$ cat config.mk
export PLATFORM = sky130hd
export DESIGN_NAME = flash_step_seq
export DESIGN_NICKNAME = d
export VERILOG_FILES = /design/src/rtl/seqr_pkg.sv /design/src/rtl/seqr_poll_timer.sv /design/src/rtl/seqr_reg_port.sv /design/src/rtl/seqr_fmt_merge.sv /design/src/rtl/flash_step_seq.sv
export SDC_FILE = /design/constraint.sdc
export NUM_CORES = 1
export LEC_CHECK = 0
export CELL_PAD_IN_SITES_DETAIL_PLACEMENT = 0
export CELL_PAD_IN_SITES_GLOBAL_PLACEMENT = 1
export CORE_ASPECT_RATIO = 1.5
export CORE_MARGIN = 3
export CORE_UTILIZATION = 35
export CTS_CLUSTER_DIAMETER = 150
export DETAILED_ROUTE_END_ITERATION = 10
export MAX_ROUTING_LAYER = met4
export PLACE_DENSITY = 0.78
export SLEW_MARGIN = 25
export SYNTH_ARGS = -nofsm -noshare
export SYNTH_HDL_FRONTEND = slang
export SYNTH_SLANG_ARGS = --single-unit
$ cat constraint.sdc
create_clock -name clk -period 3.9 [get_ports clk]
set_clock_uncertainty 0.15 [all_clocks]
set_input_delay 0.975 -clock clk [delete_from_list [all_inputs] [get_ports clk]]
set_output_delay 0.975 -clock clk [all_outputs]
set_load 0.02 [all_outputs]
$ cat src/rtl/seqr_pkg.sv
package seqr_pkg;

    // opcodes
    localparam logic [7:0] OP_EXIT = 8'd4;
    localparam logic [7:0] OP_TX   = 8'd8;
    localparam logic [7:0] OP_WM   = 8'd12;
    localparam logic [7:0] OP_WREG = 8'd16;
    localparam logic [7:0] OP_BUSY = 8'd20;
    localparam logic [7:0] OP_DIR  = 8'd24;

    // register offsets decoded by the SPI master
    localparam logic [7:0] A_TXQ  = 8'h48;
    localparam logic [7:0] A_RXQ  = 8'h4C;
    localparam logic [7:0] A_PEND = 8'h74;
    localparam logic [7:0] A_FMT  = 8'h40;

    localparam logic [7:0] CMD_STATUS = 8'h05;
    localparam logic [7:0] CMD_FILL   = 8'h00;

    localparam int QFLAG_BIT = 31;
    localparam int WM_BIT    = 0;
    localparam int BSY_BIT   = 0;
    localparam int DIR_BIT   = 3;

    typedef enum logic [3:0] {
        S_IDLE, S_FETCH_OP, S_OPCODE, S_FETCH_ARG, S_ARG,
        S_TXQ_RD, S_TXQ_WR, S_RXQ_RD, S_WM_RD, S_REG_WR,
        S_FMT_RD, S_FMT_WR, S_DONE, S_FAIL
    } seq_state_t;

    function automatic logic op_known(input logic [7:0] b);
        return (b == OP_EXIT) || (b == OP_TX) || (b == OP_WM) ||
               (b == OP_WREG) || (b == OP_BUSY) || (b == OP_DIR);
    endfunction

endpackage

$ cat src/rtl/seqr_poll_timer.sv
module seqr_poll_timer #(
    parameter int TW = 16
) (
    input  logic          clk,
    input  logic          rst_n,
    input  logic          clr,
    input  logic          run,
    input  logic [TW-1:0] limit,
    output logic          expired
);
    localparam logic [TW-1:0] CNT_MAX = '1;

    logic [TW-1:0] cnt_q;

    always_ff @(posedge clk or negedge rst_n) begin
        if (!rst_n)
            cnt_q <= '0;
        else if (clr)
            cnt_q <= '0;
        else if (run && cnt_q != CNT_MAX)
            cnt_q <= cnt_q + 1'b1;
    end

    assign expired = (cnt_q >= limit);
endmodule

$ cat src/rtl/seqr_reg_port.sv
module seqr_reg_port #(
    parameter int RAW = 8,
    parameter int DW  = 32
) (
    input  logic           clk,
    input  logic           rst_n,
    input  logic           req,
    input  logic           req_write,
    input  logic [RAW-1:0] req_addr,
    input  logic [DW-1:0]  req_wdata,
    input  logic           ready,
    output logic           valid,
    output logic           write,
    output logic [RAW-1:0] addr,
    output logic [DW-1:0]  wdata,
    output logic           xfer
);
    always_ff @(posedge clk or negedge rst_n) begin
        if (!rst_n) begin
            valid <= 1'b0;
            write <= 1'b0;
            addr  <= '0;
            wdata <= '0;
        end else if (valid) begin
            if (ready)
                valid <= 1'b0;
        end else if (req) begin
            valid <= 1'b1;
            write <= req_write;
            addr  <= req_addr;
            wdata <= req_wdata;
        end
    end

    assign xfer = valid && ready;
endmodule

$ cat src/rtl/seqr_fmt_merge.sv
module seqr_fmt_merge #(
    parameter int DW      = 32,
    parameter int FIELD_B = 3
) (
    input  logic [DW-1:0] cur,
    input  logic [7:0]    arg,
    output logic [DW-1:0] merged
);
    localparam logic [DW-1:0] MASK = DW'(1) << FIELD_B;

    logic [DW-1:0] arg_ext;

    always_comb begin
        arg_ext = {{(DW-8){1'b0}}, arg};
        merged  = (cur & ~MASK) | (arg_ext & MASK);
    end
endmodule

$ cat src/rtl/flash_step_seq.sv
module flash_step_seq
    import seqr_pkg::*;
#(
    parameter int AW  = 8,
    parameter int DW  = 32,
    parameter int RAW = 8,
    parameter int TW  = 16
) (
    input  logic           clk,
    input  logic           rst_n,
    input  logic           start,
    input  logic [TW-1:0]  timeout_limit,
    output logic           prog_rd,
    output logic [AW-1:0]  prog_addr,
    input  logic [7:0]     prog_rdata,
    output logic           reg_valid,
    output logic           reg_write,
    output logic [RAW-1:0] reg_addr,
    output logic [DW-1:0]  reg_wdata,
    input  logic           reg_ready,
    input  logic [DW-1:0]  reg_rdata,
    output logic           busy,
    output logic           done,
    output logic           error
);
    localparam int PADW = DW - 8;

    seq_state_t state_q, state_d;

    logic [AW-1:0] pc_q;
    logic [7:0]    op_q;
    logic          arg_idx_q;
    logic [7:0]    remain_q;
    logic [7:0]    txb_q;
    logic [7:0]    off_q;
    logic [7:0]    wdat_q;
    logic          first_q;
    logic [DW-1:0] fmt_q;

    logic           acc_req;
    logic           acc_write;
    logic [RAW-1:0] acc_addr;
    logic [DW-1:0]  acc_wdata;
    logic           xfer;
    logic           tmr_clr;
    logic           tmr_run;
    logic           expired;
    logic [DW-1:0]  fmt_new;

    logic q_flag;
    logic wm_set;
    logic flash_bsy;

    assign q_flag    = reg_rdata[QFLAG_BIT];
    assign wm_set    = reg_rdata[WM_BIT];
    assign flash_bsy = reg_rdata[BSY_BIT];

    seqr_reg_port #(.RAW(RAW), .DW(DW)) u_port (
        .clk       (clk),
        .rst_n     (rst_n),
        .req       (acc_req),
        .req_write (acc_write),
        .req_addr  (acc_addr),
        .req_wdata (acc_wdata),
        .ready     (reg_ready),
        .valid     (reg_valid),
        .write     (reg_write),
        .addr      (reg_addr),
        .wdata     (reg_wdata),
        .xfer      (xfer)
    );

    seqr_poll_timer #(.TW(TW)) u_timer (
        .clk     (clk),
        .rst_n   (rst_n),
        .clr     (tmr_clr),
        .run     (tmr_run),
        .limit   (timeout_limit),
        .expired (expired)
    );

    seqr_fmt_merge #(.DW(DW), .FIELD_B(DIR_BIT)) u_merge (
        .cur    (reg_rdata),
        .arg    (wdat_q),
        .merged (fmt_new)
    );

    // state register
    always_ff @(posedge clk or negedge rst_n) begin
        if (!rst_n)
            state_q <= S_IDLE;
        else
            state_q <= state_d;
    end

    // next state
    always_comb begin
        state_d = state_q;
        unique case (state_q)
            S_IDLE:      if (start) state_d = S_FETCH_OP;
            S_FETCH_OP:  state_d = S_OPCODE;
            S_OPCODE: begin
                unique case (prog_rdata)
                    OP_EXIT: state_d = S_DONE;
                    OP_TX,
                    OP_WREG,
                    OP_DIR:  state_d = S_FETCH_ARG;
                    OP_WM:   state_d = S_WM_RD;
                    OP_BUSY: state_d = S_TXQ_RD;
                    default: state_d = S_FAIL;
                endcase
            end
            S_FETCH_ARG: state_d = S_ARG;
            S_ARG: begin
                unique case (op_q)
                    OP_TX: begin
                        if (arg_idx_q)
                            state_d = S_TXQ_RD;
                        else if (prog_rdata == 8'd0)
                            state_d = S_FETCH_OP;
                        else
                            state_d = S_FETCH_ARG;
                    end
                    OP_WREG: state_d = arg_idx_q ? S_REG_WR : S_FETCH_ARG;
                    OP_DIR:  state_d = S_FMT_RD;
                    default: state_d = S_FAIL;
                endcase
            end
            S_TXQ_RD: begin
                if (xfer) begin
                    if (!q_flag)
                        state_d = S_TXQ_WR;
                    else if (expired)
                        state_d = S_FAIL;
                end
            end
            S_TXQ_WR: begin
                if (xfer) begin
                    if (op_q == OP_BUSY)
                        state_d = S_RXQ_RD;
                    else if (remain_q == 8'd1)
                        state_d = S_FETCH_OP;
                    else
                        state_d = S_FETCH_ARG;
                end
            end
            S_RXQ_RD: begin
                if (xfer) begin
                    if (q_flag) begin
                        if (expired) state_d = S_FAIL;
                    end else if (first_q) begin
                        state_d = S_TXQ_RD;
                    end else if (flash_bsy) begin
                        state_d = expired ? S_FAIL : S_TXQ_RD;
                    end else begin
                        state_d = S_FETCH_OP;
                    end
                end
            end
            S_WM_RD: begin
                if (xfer) begin
                    if (wm_set)
                        state_d = S_FETCH_OP;
                    else if (expired)
                        state_d = S_FAIL;
                end
            end
            S_REG_WR:    if (xfer) state_d = S_FETCH_OP;
            S_FMT_RD:    if (xfer) state_d = S_FMT_WR;
            S_FMT_WR:    if (xfer) state_d = S_FETCH_OP;
            S_DONE:      state_d = S_IDLE;
            S_FAIL:      state_d = S_IDLE;
            default:     state_d = S_IDLE;
        endcase
    end

    // datapath registers
    always_ff @(posedge clk or negedge rst_n) begin
        if (!rst_n) begin
            pc_q      <= '0;
            op_q      <= '0;
            arg_idx_q <= 1'b0;
            remain_q  <= '0;
            txb_q     <= '0;
            off_q     <= '0;
            wdat_q    <= '0;
            first_q   <= 1'b0;
            fmt_q     <= '0;
        end else begin
            unique case (state_q)
                S_IDLE: if (start) pc_q <= '0;
                S_FETCH_OP,
                S_FETCH_ARG: pc_q <= pc_q + 1'b1;
                S_OPCODE: begin
                    op_q      <= prog_rdata;
                    arg_idx_q <= 1'b0;
                    if (prog_rdata == OP_BUSY) begin
                        txb_q   <= CMD_STATUS;
                        first_q <= 1'b1;
                    end
                end
                S_ARG: begin
                    unique case (op_q)
                        OP_TX: begin
                            if (arg_idx_q) begin
                                txb_q <= prog_rdata;
                            end else begin
                                remain_q  <= prog_rdata;
                                arg_idx_q <= 1'b1;
                            end
                        end
                        OP_WREG: begin
                            if (arg_idx_q) begin
                                wdat_q <= prog_rdata;
                            end else begin
                                off_q     <= prog_rdata;
                                arg_idx_q <= 1'b1;
                            end
                        end
                        OP_DIR:  wdat_q <= prog_rdata;
                        default: ;
                    endcase
                end
                S_TXQ_WR: if (xfer && op_q != OP_BUSY) remain_q <= remain_q - 1'b1;
                S_RXQ_RD: begin
                    if (xfer && !q_flag) begin
                        first_q <= 1'b0;
                        txb_q   <= CMD_FILL;
                    end
                end
                S_FMT_RD: if (xfer) fmt_q <= fmt_new;
                default: ;
            endcase
        end
    end

    // outputs
    always_comb begin
        prog_rd   = 1'b0;
        prog_addr = pc_q;
        acc_req   = 1'b0;
        acc_write = 1'b0;
        acc_addr  = '0;
        acc_wdata = '0;
        busy      = (state_q != S_IDLE);
        done      = 1'b0;
        error     = 1'b0;
        tmr_run   = 1'b0;
        tmr_clr   = 1'b0;
        unique case (state_q)
            S_IDLE: ;
            S_FETCH_OP,
            S_FETCH_ARG: prog_rd = 1'b1;
            S_OPCODE: tmr_clr = 1'b1;
            S_ARG: ;
            S_TXQ_RD: begin
                acc_req  = 1'b1;
                acc_addr = RAW'(A_TXQ);
                tmr_run  = 1'b1;
                tmr_clr  = xfer && !q_flag && (op_q != OP_BUSY);
            end
            S_TXQ_WR: begin
                acc_req   = 1'b1;
                acc_write = 1'b1;
                acc_addr  = RAW'(A_TXQ);
                acc_wdata = {{PADW{1'b0}}, txb_q};
                tmr_run   = (op_q == OP_BUSY);
            end
            S_RXQ_RD: begin
                acc_req  = 1'b1;
                acc_addr = RAW'(A_RXQ);
                tmr_run  = 1'b1;
            end
            S_WM_RD: begin
                acc_req  = 1'b1;
                acc_addr = RAW'(A_PEND);
                tmr_run  = 1'b1;
                tmr_clr  = xfer && wm_set;
            end
            S_REG_WR: begin
                acc_req   = 1'b1;
                acc_write = 1'b1;
                acc_addr  = RAW'(off_q);
                acc_wdata = {{PADW{1'b0}}, wdat_q};
            end
            S_FMT_RD: begin
                acc_req  = 1'b1;
                acc_addr = RAW'(A_FMT);
            end
            S_FMT_WR: begin
                acc_req   = 1'b1;
                acc_write = 1'b1;
                acc_addr  = RAW'(A_FMT);
                acc_wdata = fmt_q;
            end
            S_DONE: done  = 1'b1;
            S_FAIL: error = 1'b1;
            default: ;
        endcase
    end

endmodule

; ---- Word-level counts from Yosys, hierarchy flattened
; Index checks and enable logic that the tools add are counted.
[word_totals]
reg_bits = 144
input_bits = 60
output_inout_bits = 54
word_cells = 152
[op_classes]
order_cmp = 1
reduce_logical = 36
addsub = 3
eq_ne = 41
bitwise = 3
muxes = 53
[op_table]
columns = cell, count
row1 = 32-bit case mux with 3 select lines, 1
row2 = 8-bit 2-to-1 mux, 8
row3 = 4-bit 2-to-1 mux, 15
row4 = 8-bit by 5-bit == test with 1-bit output (second input constant), 6
row5 = 8-bit case mux with 2 select lines, 3
row6 = 4-bit case mux with 11 select lines, 1
row7 = 8-bit case mux with 5 select lines, 1
row8 = 16-bit 2-to-1 mux, 2
row9 = 32-bit by 4-bit OR with 32-bit output, 1
row10 = 2-bit inequality test (second input constant), 13
row11 = 4-bit == test (second input constant), 6
row12 = 8-bit by 4-bit == test with 1-bit output (second input constant), 3
row13 = 8-bit case mux with 3 select lines, 1
row14 = 16-bit by 1-bit adder with 16-bit output (second input constant), 1
row15 = 4-bit by 3-bit == test with 1-bit output (second input constant), 4
row16 = 16-bit greater-or-equal comparator, 1
row17 = 16-bit inequality test (second input constant), 1
row18 = 4-bit case mux with 4 select lines, 1
row19 = 4-bit case mux with 3 select lines, 1
row20 = 2-bit nonzero test, 6
row21 = 1-bit 2-to-1 mux, 11
row22 = 2-bit OR reduction, 5
row23 = 3-bit AND reduction, 3
row24 = 3-bit OR reduction, 3
row25 = other kinds (24), 39

; ---- Logic depth before layout (Yosys ltp)
; Gate-level depths: netlist of the first run.
[logic_depth]
word_depth = 7
mapped_depth = 9
mapped_depth_nobuf = 8

; ---- By module
; A second synthesis of the first run with hierarchy kept.
[unflattened]
hier_cells = 750
area_unflattened_um2 = 8020.2
[modules_own_cells]
columns = mod, seq_area_each_um2, n_inst, area_per_inst_um2, cells_per_inst
row1 = flash_step_seq, 2152.1, 1, 4713.3, 475
row2 = seqr_reg_port, 1051.0, 1, 1774.2, 92
row3 = seqr_poll_timer, 400.4, 1, 1292.5, 151
row4 = seqr_fmt_merge, 0.0, 1, 240.2, 32

; ---- Worst setup path after synthesis of the first run
; OpenSTA, ideal clock, no wires.
[synth_timing]
kind = input to register
start = input prog_rdata[1]
end = register txb_q[1]
cell_stages = 8
t_required_ps = 3619
arrival_ps = 2494
n_path_buf = 2
setup_slack_ps = 1125
setup_ps = 131
path_cell_list = nor3_1 > nand2_1 > o31a_1 > or4_1 > clkbuf_1 > buf_2 > nand2_1 > o21ai_0
[synth_between]
elab_chain_len = 3
elab_cells_between_ends = 6
classes_between = 2 x eq/ne / 3 x mux / 1 x reduce/logical
[synth_rtl]
columns = element, line
row1 = from (decl), flash_step_seq.sv:15  ; input logic [7:0] prog_rdata,
row2 = 8-bit by 5-bit == test with 1-bit output or 8-bit 2-to-1 mux (tied branches), "flash_step_seq.sv:197, flash_step_seq.sv:205"
row3 = 2-bit inequality test (no line) or 8-bit 2-to-1 mux (tied branches), n/a
row4 = 5-bit AND reduction (no line) or 8-bit case mux with 3 select lines (tied branches), n/a
row5 = to (signal assigned), flash_step_seq.sv:206  ; txb_q <= prog_rdata;
row6 = to (decl), flash_step_seq.sv:34  ; logic [7:0] txb_q;
; Parallel ways exist; a longest one is shown, timed or not. The select of a mux whose other input is x is not followed.
; A chain may end at the register's enable or synchronous reset.

; ---- Final worst setup path of the first run
[layout_timing]
start = register state_q[0]
end = output prog_rd
[layout_between]
elab_chain_len = 3
elab_cells_between_ends = 4
classes_between = 2 x eq/ne / 1 x mux / 1 x reduce/logical
[layout_rtl]
columns = element, line
row1 = from (decl), flash_step_seq.sv:28  ; seq_state_t state_q, state_d;
row2 = from (signal assigned), flash_step_seq.sv:93  ; state_q <= state_d;
row3 = 4-bit by 1-bit == test with 1-bit output or 4-bit by 2-bit == test with 1-bit output (tied branches), flash_step_seq.sv:250  ; unique case (state_q)
row4 = 2-bit OR reduction (*), flash_step_seq.sv:250
row5 = 1-bit 2-to-1 mux (*), flash_step_seq.sv:250
row6 = to (decl), flash_step_seq.sv:13  ; output logic prog_rd,
; Mark *: on every way between the ends. The rest lies on a longest branch, timed or not.

==> impl_results.md, run 1 <==
- DR DRC count: 0
- Initial antenna violation count: 0
- Rel. slew slack: 50.66%
- Hold Buf Count CTS: 0
- Longest Clk Path Bufs: 2
- DP Area: 8638 µm²
- IO Pins: between 100 and 150
- Post-synth top flop: dfrtp_1
- Clock Sinks: 144
- CTS Buf Count: 17
- Maxcap violations: 0
- Initial DRC count: around 290
- #FFs+latches synth: 144
- Most common cell after layout, fill and taps aside: dfrtp_1
- Synthesized area: 7091 µm²
- Clk Latency, worst-skew pair: approximately 0.42 ns
- DR vias/cell: just over 5
- Largest net degree at the start of global routing: 72
- Row count: 63
- Max FO, Critical Path: 14
- Die height: 180.3 µm
- Grt ovf: 0
- EDFF count, synth: 0
- Layout cell share with drive strength beyond 1: 13.79%
- Syn Area/Cell: 9.608 µm²
- Internal Power: 3.550 mW
- RSZ-0062 raised after global routing: false
- First-pass GRT wire length: 30790 µm
- Vias in the first global route: 5820
- Fill count: 1932
- Max Fclk: 286.1 MHz
- Syn nets: 818
- CTS tree: built
- Worst Setup End Kind: primary output
- Tcrit/Tclk final: 89.64%
- Initial Utilization: approximately 36%
- Register area share after synthesis: between 50% and 60%
- Combinational share of power: 32.2%
- Root Buffer Master: clkbuf_16
- Reg2reg start: op_q[0]
- Cells after Synth: 738
- Critical path arrival: approximately 2.4 ns
- Routed wire length: 18530 µm
- Worst VDD drop: 0.0003392 V
- Via count: 5792
- CP Capture Point: prog_rd
- # H-tree levels: 4
- Ys Warns: 0
- Gr usage total: 17.86%
- Slew Viols, Final: 0
- Reg power frac: around 37%
- Critical Path Start: state_q[0]
- Worst Setup Start Kind: flip-flop
- Sw frac: a little over a third
- Post-route minimum period: 3.496 ns
- Clk pwr share: 30.4%
- Ys async rst share: 100.0%
- Leakage: between 4 and 5 nW
- Die X-Extent: approximately 120 µm
- Post-CTS Setup Bufs: 0
- RD Place Congestion: 0.8494
- Design Power: ~5.5 mW
- Net count, final: 938
- Setup TNS: 0 ns
- Most frequent cells in the layout: dfrtp_1 (144), nand2_1 (141), clkdlybuf4s50_1 (111), nor2_1 (47), mux2_2 (47)
- FF-to-FF End: u_timer.cnt_q[15]
- Post-CTS Resized: 0
- Clk pin slew, worst setup/hold paths: roughly 0.060 ns
- Worst-margin pin slew: 0.7384 ns
- Finished Cell Area: around 9000 µm²
- PortBufs: 112
- CP Class: flip-flop to primary output
- Outcome: finished, final reports clean
- Hold crit path type: flip-flop to flip-flop
- FF+latch area: 3603 µm²
- Die area: roughly 22000 µm²
- Pwr/cell area: a little under 600 nW/µm²
- Post-synthesis cell type count: 61
- Core footprint: between 15000 and 20000 µm²
- Critical path required time: 2.77 ns
- Ant diodes: 0
- Area added between synthesis and finish: 30.35%
- Finish-stage setup viols: 0
- R2R cell count: 7
- Multi-input logic area: roughly 3200 µm²
- Switching power total: just under 2 mW
- DR WL/cell: about 16 µm
- Reg2Reg Setup Slack: 1.06 ns
- Final count of hold timing violations: 0
- TritonRoute pass-1 iters: 5
- Dpl hpwl: about 13000 µm
- Antenna Nets Post-Route: 0
==> cells by family after synthesis <==
group / after synthesis / share of synthesized area, %
AND/OR/NAND/NOR: 309 / 20.24
AO/OA/AOI/OAI: 131 / 12.00
adder cells (fa/ha/maj): 20 / 3.529
multiplexers: 49 / 7.747
buffers and inverters: 69 / 3.688
flip-flops: 144 / 50.82
XOR/XNOR: 16 / 1.976
==> state kept, by name (all words and copies together), names as in the netlist, 4 cells and up <==
register,flops
off_q,8
remain_q,8
fmt_q,32
wdat_q,8
u_port.addr,8
u_timer.cnt_q,16
state_q,4
op_q,8
txb_q,8
u_port.wdata,32
prog_addr,8
==> synthesized netlist by cell type, types with 2 or more instances <==
| library cell | n | area share [%] |
|---|---|---|
| dfrtp_1 | 144 | 51 |
| nand2_1 | 141 | 7.5 |
| nor2_1 | 48 | 2.5 |
| mux2_2 | 47 | 7.5 |
| nand3_1 | 41 | 2.9 |
| clkbuf_1 | 35 | 1.9 |
| o21ai_0 | 34 | 2.4 |
| a21oi_1 | 28 | 2.0 |
| inv_1 | 28 | 1.5 |
| ha_1 | 20 | 3.5 |
| nor3_1 | 17 | 1.2 |
| a22oi_1 | 12 | 1.3 |
| nand4_1 | 11 | 0.97 |
| nor4_1 | 10 | 0.88 |
| xnor2_1 | 10 | 1.2 |
| a22o_1 | 8 | 0.99 |
| nand2b_1 | 8 | 0.71 |
| o22ai_1 | 6 | 0.53 |
| or3_1 | 6 | 0.53 |
| xor2_1 | 6 | 0.74 |
| o2bb2ai_1 | 5 | 0.62 |
| a31oi_1 | 4 | 0.35 |
| and3_1 | 4 | 0.35 |
| buf_1 | 4 | 0.21 |
| o21ai_1 | 4 | 0.28 |
| a21o_1 | 3 | 0.32 |
| nor2b_1 | 3 | 0.26 |
| nor4b_1 | 3 | 0.37 |
| o31a_1 | 3 | 0.37 |
| or2_2 | 3 | 0.26 |
| a2111oi_0 | 2 | 0.25 |
| a311oi_1 | 2 | 0.25 |
| a41oi_1 | 2 | 0.25 |
| and4_1 | 2 | 0.25 |
| buf_2 | 2 | 0.14 |
| mux2i_1 | 2 | 0.28 |
| nand3b_1 | 2 | 0.21 |
| nor3_2 | 2 | 0.28 |
| o21a_1 | 2 | 0.21 |
| o41ai_1 | 2 | 0.25 |
| or4_1 | 2 | 0.21 |
==> through the flow <==
stage	util (%)	worst slack (ns)	std cells	hold slack (ns)
2_1_floorplan	-	1.125	738	0.2966
3_3_place_gp	43.49	0.3415	1099	0.2980
3_5_place_dp	43.49	0.3440	1099	0.3054
4_1_cts	46.53	0.3882	1130	0.3192
5_1_grt	46.53	0.2423	1130	0.3417
6_report	46.53	0.4042	1130	0.3136
==> power groups by stage <==
stage / combinational [mW] / sequential (mW) / clock, mW
after detailed placement: 1.79 / 2.09 / 0
after global routing: 1.96 / 2.11 / 1.79
after global placement: 1.78 / 2.08 / 0
final: 1.77 / 2.06 / 1.67
after floorplan: 1.10 / 2.07 / 0
after CTS: 1.80 / 2.06 / 1.72
==> routing by layer <==
metal / up-vias / part of all wire, % / track usage (%)
met1: 2814 / 41 / 20.74
met2: 123 / 54 / 31.72
li1: 2837 / - / -
met3: 18 / 3.6 / 2.544
met4: 0 / 1.2 / 5.112
met5: - / 0 / -
==> area by class of cell <==
cell class | instances | share of cell area (%)
Sequential cell | 144 | 38.99
Multi-Input combinational cell | 525 | 35.10
Timing Repair Buffer | 142 | 14.71
Clock buffer | 17 | 4.603
Tap cell | 260 | 3.520
Clock inverter | 14 | 1.936
Inverter | 28 | 1.137
==> critical path: stages, from the launching register on <==
cell             delay [ns]
dfrtp_1                0.62
inv_1                  0.28
nor3_1                 0.37
clkdlybuf4s50_1        0.69
==> how the worst min path moves through the flow <==
stage,startpoint,endpoint,slack (ns),cells after the start
final,u_port.addr[0],u_port.addr[0],0.31,2
after global placement,u_port.wdata[23],u_port.wdata[23],0.30,2
after global routing,u_port.addr[0],u_port.addr[0],0.34,2
after CTS,u_port.wdata[26],u_port.wdata[26],0.32,2
after detailed placement,u_port.wdata[26],u_port.wdata[26],0.31,2
after floorplan,op_q[0],op_q[0],0.30,2
No activity file was read; power rests on OpenSTA's default activity.
==> run 2: changes to the inputs <==
--- a/config.mk
+++ b/config.mk
@@ -7,13 +7,13 @@
 export LEC_CHECK = 0
 export CELL_PAD_IN_SITES_DETAIL_PLACEMENT = 0
 export CELL_PAD_IN_SITES_GLOBAL_PLACEMENT = 1
-export CORE_ASPECT_RATIO = 1.5
 export CORE_MARGIN = 3
 export CORE_UTILIZATION = 35
 export CTS_CLUSTER_DIAMETER = 150
 export DETAILED_ROUTE_END_ITERATION = 10
 export MAX_ROUTING_LAYER = met4
 export PLACE_DENSITY = 0.78
+export SETUP_SLACK_MARGIN = 0.5
 export SLEW_MARGIN = 25
 export SYNTH_ARGS = -nofsm -noshare
 export SYNTH_HDL_FRONTEND = slang
==> constraint.sdc (replaced) <==
create_clock -name clk -period 3.6 [get_ports clk]
set_clock_uncertainty 0.15 [all_clocks]
set_input_delay 0.9 -clock clk [delete_from_list [all_inputs] [get_ports clk]]
set_output_delay 0.9 -clock clk [all_outputs]
set_load 0.02 [all_outputs]
==> run 2 against run 1 <==
Against the previous run:
- critical path depth down 1
- flip-flop and latch count unchanged
- sequential share of layout area down 0.20 points
- largest cell class unchanged
- highest routed layer unchanged
==> impl_results.md, run 2 (same netlist as run 1, synthesis figures left out) <==
- Maxcap violations: 0 (unchanged)
- CP peak stage delay: 0.65 ns (-0.04 ns)
- GR Util met3: 3.382% (+0.84 points)
- Via count: 5814 (+0.38%)
- Hold Buf Count CTS: 0 (unchanged)
- Internal Power: 3.763 mW (+6.0%)
- Most Crowded Layer GR: met2
- Clk pwr share: 29.4% (-1.0 points)
- Max Fclk: 335.4 MHz
- RSZ-0062 raised after global routing: false
- Critical path's slowest cell: clkdlybuf4s50_1
- Most frequent cells in the layout: dfrtp_1 (142), nand2_1 (141), clkdlybuf4s50_1 (109), nor2_1 (47), mux2_2 (47)
- Post-layout util: 47.30% (+0.77 points)
- DR DRC count: 0 (unchanged)
- Root Buffer Master: clkbuf_16
- Gr usage total: 17.78% (-0.077 points)
- RD Place Congestion: 0.9025 (+6.3%)
- Setup TNS: 0 ns (unchanged)
- Initial DRC count: 330 (+15%)
- Initial antenna violation count: 0 (unchanged)
- Dpl ws: 0.3378 ns (-0.006187 ns)
- Met1 Resource Use GR: 23.82% (+3.1 points)
- Layout cell share with drive strength beyond 1: 14.94% (+1.1 points)
- Sw frac: 36.62% (+1.1 points)
- DP Area: 8702 µm² (+0.74%)
- Dpl cells: 1110 (+1.0%)
- Leakage: 4.273 nW (+0.87%)
- Finished Cell Area: 9296 µm² (+0.58%)
- GR Util met2: 27.95% (-3.8 points)
- Antenna Nets Post-Route: 0 (unchanged)
- First-pass GRT wire length: 30480 µm (-0.98%)
- Reg power frac: 37.5% (about the same)
- CP Class: flip-flop to primary output
- Rel. slew slack: 47.45% (-3.2 points)
- Finish-stage setup viols: 0 (unchanged)
- Tcrit/Tclk final: roughly 83%
- Max FO, Critical Path: 22 (+8)
- Slew Viols, Final: 0 (unchanged)
- Die height: 148.3 µm (-18%)
- DR WL/cell: 16.10 µm (-1.8%)
- Post-route minimum period: roughly 3 ns
- Final count of hold timing violations: 0 (unchanged)
- IO Pins: 114 (unchanged)
- PortBufs: 112 (unchanged)
- Worst Setup End Kind: primary output
- Net count, final: 944 (+0.64%)
- Die area: 22000 µm² (-0.16%)
- Outcome: finished, final reports clean
- Worst-margin pin slew: 0.7863 ns (+0.04796 ns)
- Dpl hpwl: 12980 µm (-2.7%)
- Critical path arrival: 1.93 ns (-0.44 ns)
- Pwr/cell area: 638.6 nW/µm² (+7.2%)
- CTS Buf Count: 17 (unchanged)
- Setup slack after layout: 0.6181 ns (+0.2139 ns)
- Worst-path cell chain: nor3_2 > clkdlybuf4s50_1
- Switching power total: 2.174 mW (+11%)
- Core footprint: 19650 µm² (-1.1%)
- Hold crit path type: flip-flop to flip-flop
- Worst Setup Start Kind: flip-flop
- Largest net degree at the start of global routing: 70 (-2.8%)
- Clk pin slew, worst setup/hold paths: 0.07 ns (about the same)
- Final hold slack: 0.3122 ns (-0.001415 ns)
- Critical path required time: 2.55 ns (-0.22 ns)
- DR vias/cell: 5.091 (-0.67%)
- Longest Clk Path Bufs: 2 (unchanged)
- # H-tree levels: 4 (unchanged)
- Vias in the first global route: 5738 (-1.4%)
- Worst VDD drop: 0.0002611 V (-23%)
- Post-Layout Cell Count: 1142 (+1.1%)
- CTS tree: built
- TritonRoute pass-1 iters: 4 (-1)
- Combinational share of power: 33.1% (+0.9 points)
- Row count: 51 (-19%)
- Area added between synthesis and finish: 31.11%
- Grt ovf: 0 (unchanged)
- Clk Latency, worst-skew pair: 0.42 ns (about the same)
- Ant diodes: 0 (unchanged)
- Design Power: 5.937 mW (+7.8%)
- Routed wire length: 18380 µm (-0.80%)
- Die X-Extent: 148.3 µm (+21%)
- Most common cell after layout, fill and taps aside: dfrtp_1
- Clock Sinks: 144 (unchanged)
- Largest regs: fmt_q: 32 flops, u_port.wdata: 32 flops, u_timer.cnt_q: 16 flops
- Initial Utilization: 36.08% (+0.38 points)
run 2: changes by cell type in the layout (fill, tap and decap cells not counted), moves of 2 or more:
cell,previous run,this run
dfrtp_1,144,142
bufinv_16,3,1
clkdlybuf4s50_1,111,109
clkinv_4,2,0
buf_4,29,34
inv_8,0,3
dlygate4sd2_1,0,2
dfrtp_2,0,2
run 2: metal layers:
metal	wire length, µm	part of all wire (%)	vias to the layer above
li1	-	-	2845
met1	8426	46	2828
met2	8913	48	119
met3	736	4.0	22
met4	306	1.7	0
met5	0	0	-
run 2: power groups by stage:
stage          registers, mW  clock network [mW]  logic, mW
6_report                2.23                1.75       1.96
5_1_grt                 2.28                1.87       2.18
4_1_cts                 2.23                1.79       1.98
3_5_place_dp            2.25                   0       1.97
3_3_place_gp            2.24                   0       1.96
2_1_floorplan           2.24                   0       1.19
run 2: timing repair:
item,CTS,global route
buffers inserted,0,0
hold endpoints to repair,0,0
endpoints found under the setup margin,5,0
resized for setup,5,0
run 2: area by class of cell:
class	count	area, µm²
clock buffer	18	439.2
clock inverter	14	143.9
fill	1930	10360
inverter	28	105.1
multi-input combinational	525	3256
sequential	144	3606
tap	265	331.6
timing repair buffer	148	1415
run 2: critical path: cells and delay by family, from the launching register on:
kind                   cells  cell delay [ns]
AND/OR/NAND/NOR            1             0.31
buffers and inverters      1             0.65
flip-flops                 1             0.55
run 2: worst paths after layout:
kind | slack, ns | end | cells past startpoint | from
min reg2reg | 0.31 | u_port.wdata[11] | 2 | u_port.wdata[11]
max | 0.62 | prog_rd | 2 | state_q[2]
max reg2reg | 0.69 | u_timer.cnt_q[15] | 5 | state_q[2]
min | 0.31 | u_port.wdata[11] | 2 | u_port.wdata[11]
max in group asynchronous | 2.02 | state_q[0] | 2 | rst_n
min in group asynchronous | 0.33 | u_port.wdata[16] | 1 | rst_n
==> run 3: changes to the inputs <==
==> constraint.sdc (replaced) <==
create_clock -name clk -period 2.9 [get_ports clk]
set_clock_uncertainty 0.15 [all_clocks]
set_input_delay 0.725 -clock clk [delete_from_list [all_inputs] [get_ports clk]]
set_output_delay 0.725 -clock clk [all_outputs]
set_load 0.02 [all_outputs]
==> run 3 against run 2 <==
Against the previous run:
- largest cell class unchanged
- non-clock buffer count grew 29
- flip-flop and latch count is the same
- count of clock-buffer cells in the layout shrank 1
- critical endpoint is now u_timer.cnt_q[15]
- register-to-register slack lost 0.25 ns
- worst hold slack lost 0.22 ns
- via count grew 3.6%
- critical path type is now flip-flop to flip-flop
==> impl_results.md, run 3 (same netlist as run 1, synthesis figures left out) <==
- Grt ovf: 0 (unchanged)
- Internal Power: 5.050 mW (+34%)
- Final count of hold timing violations: 0 (unchanged)
- Rel. slew slack: 59.46% (+12 points)
- Tcrit/Tclk final: 84.73%
- CP peak stage delay: 0.58 ns (-0.07 ns)
- Critical path arrival: 2.66 ns (+0.73 ns)
- CP Class: flip-flop to flip-flop
- Largest regs: fmt_q: 32 flops, u_port.wdata: 32 flops, u_timer.cnt_q: 16 flops
- Ant diodes: 0 (unchanged)
- Die area: 22000 µm² (unchanged)
- Outcome: finished, final reports clean
- Initial DRC count: 372 (+13%)
- Post-Layout Cell Count: 1171 (+2.5%)
- GR Util met2: 26.88% (-1.1 points)
- Antenna Nets Post-Route: 0 (unchanged)
- Initial antenna violation count: 0 (unchanged)
- Dpl cells: 1125 (+1.4%)
- Post-route minimum period: 2.457 ns
- Most frequent cells in the layout: dfrtp_1 (140), nand2_1 (139), clkdlybuf4s50_1 (89), buf_4 (59), mux2_2 (47)
- Slew Viols, Final: 0 (unchanged)
- Die X-Extent: 148.3 µm (unchanged)
- Critical path's slowest cell: or4_4
- IO Pins: 114 (unchanged)
- Maxcap violations: 0 (unchanged)
- Finished Cell Area: 9945 µm² (+7.0%)
- Sw frac: 36.01% (-0.60 points)
- Setup TNS: 0 ns (unchanged)
- Most common cell after layout, fill and taps aside: dfrtp_1
- Switching power total: 2.842 mW (+31%)
- Critical path required time: 3.10 ns (+0.55 ns)
- Most Crowded Layer GR: met2
- Layout cell share with drive strength beyond 1: 23.84% (+8.9 points)
- CP top delay family: simple AND/OR/NAND/NOR gates
- Worst VDD drop: 0.0004018 V (+54%)
- Max Fclk: 407.0 MHz
- Initial Utilization: 36.08% (unchanged)
- DR DRC count: 0 (unchanged)
- Worst-path cell chain: or4_4 > nor3_4 > a31oi_2 > or3_4 > or4_4 > a21oi_2
- Row count: 51 (unchanged)
- PortBufs: 112 (unchanged)
- Clock Sinks: 144 (unchanged)
- CTS tree: built
- RSZ-0062 raised after global routing: true
- Area added between synthesis and finish: 40.25%
- Die height: 148.3 µm (unchanged)
- Clk Latency, worst-skew pair: 0.42 ns (about the same)
- Gr usage total: 18.33% (+0.55 points)
- CTS Buf Count: 17 (unchanged)
- Reg2reg start: op_q[6]
- Leakage: 4.606 nW (+7.8%)
- DR WL/cell: 16.36 µm (+1.6%)
- DP Area: 8857 µm² (+1.8%)
- # H-tree levels: 4 (unchanged)
- Clk pin slew, worst setup/hold paths: 0.06 ns (about the same)
- Routed wire length: 19160 µm (+4.2%)
- Clk pwr share: 29.0% (-0.4 points)
- Met1 Resource Use GR: 26.00% (+2.2 points)
- Via count: 6022 (+3.6%)
- Dpl ws: -0.2010 ns (-0.5389 ns)
- Worst Setup Start Kind: flip-flop
- Hold crit path type: input port to asynchronous set/reset pin
- Setup slack after layout: 0.4429 ns (-0.1752 ns)
- Largest net degree at the start of global routing: 54 (-23%)
- Root Buffer Master: clkbuf_16
- Vias in the first global route: 5839 (+1.8%)
- CP dominant cell by count: or4_4
- TritonRoute pass-1 iters: 5 (+1)
- Worst Setup End Kind: flip-flop
- DR vias/cell: 5.143 (+1.0%)
- CP Buf/Inv Count: 0 (-1)
- Worst-margin pin slew: 0.6074 ns (-0.1790 ns)
- Reg2Reg Setup Slack: 0.44 ns (-0.25 ns)
- GR Util met3: 3.839% (+0.46 points)
- Hold Buf Count CTS: 0 (unchanged)
- Reg power frac: 34.7% (-2.8 points)
- Core footprint: 19650 µm² (unchanged)
- Longest Clk Path Bufs: 2 (unchanged)
- RD Place Congestion: 0.9129 (+1.2%)
- Combinational share of power: 36.2% (+3.1 points)
- First-pass GRT wire length: 31300 µm (+2.7%)
- Design Power: 7.892 mW (+33%)
- Net count, final: 973 (+3.1%)
- Dpl hpwl: 13410 µm (+3.3%)
- Max FO, Critical Path: 6 (-73%)
- Finish-stage setup viols: 0 (unchanged)
- Critical Path Start: op_q[6]
- Pwr/cell area: 793.6 nW/µm² (+24%)
-- run 3: cell types whose count changed in the layout (fill, tap and decap cells not counted), sizes merged --
cell           change
clkinv             +3
dlymetal6s2s      +15
bufinv             +2
dlygate4sd2        +1
clkbuf             -1
clkdlybuf4s50     -20
buf               +31
clkinvlp           -2
clkdlybuf4s15      +2
inv                -2
-- run 3: cell type report --
class                   count  area (µm²)
fillers                  1834        9709
flip-flops and latches    144        3608
well taps                 265       331.6
inverters                  28       107.6
multi-input cells         525        3582
clock buffers              17       425.4
repair buffers            177        1694
clock inverters            15       195.2
-- run 3: repair_timing --
action,in CTS,in global routing
endpoints found under the setup margin,28,31
buffers inserted,10,3
resized for setup,46,58
gates cloned,0,1
pin swaps,14,21
-- run 3: path summary, 6_finish.rpt --
kind,end,cells past startpoint
max in group asynchronous,fmt_q[28],2
min in group clk,u_port.wdata[16],2
setup reg to reg,u_timer.cnt_q[15],6
hold / removal,prog_addr[3],1
hold reg to reg,u_port.wdata[16],2
setup / recovery,u_timer.cnt_q[15],6
-- run 3: worst register-to-register path, cell delays in order (launching register included) --
cell	delay [ns]
dfrtp_1	0.38
or4_4	0.58
nor3_4	0.15
a31oi_2	0.14
or3_4	0.44
or4_4	0.43
a21oi_2	0.12
-- run 3: power by group through the flow --
stage	clock (mW)	sequential (mW)	combinational, mW
floorplan	0	2.79	1.51
global placement	0	2.76	2.57
detailed placement	0	2.78	2.59
CTS	2.35	2.74	2.75
global route	2.44	2.80	3.16
finish	2.29	2.74	2.86
-- run 3: through the flow --
step | utilization [%] | hold WS, ns
floorplan | - | 0.2794
global placement | 45.07 | 0.2982
detailed placement | 45.07 | 0.3046
CTS | 49.23 | 0.1147
global route | 50.60 | 0.1285
finish | 50.60 | 0.09363
-- run 3: routing by layer --
metal / vias to the layer above / share of wire, % / wire length (µm)
met5: - / 0 / 0
met1: 2914 / 48 / 9101
met2: 169 / 46 / 8730
met4: 0 / 1.2 / 234
li1: 2918 / - / -
met3: 21 / 5.7 / 1091
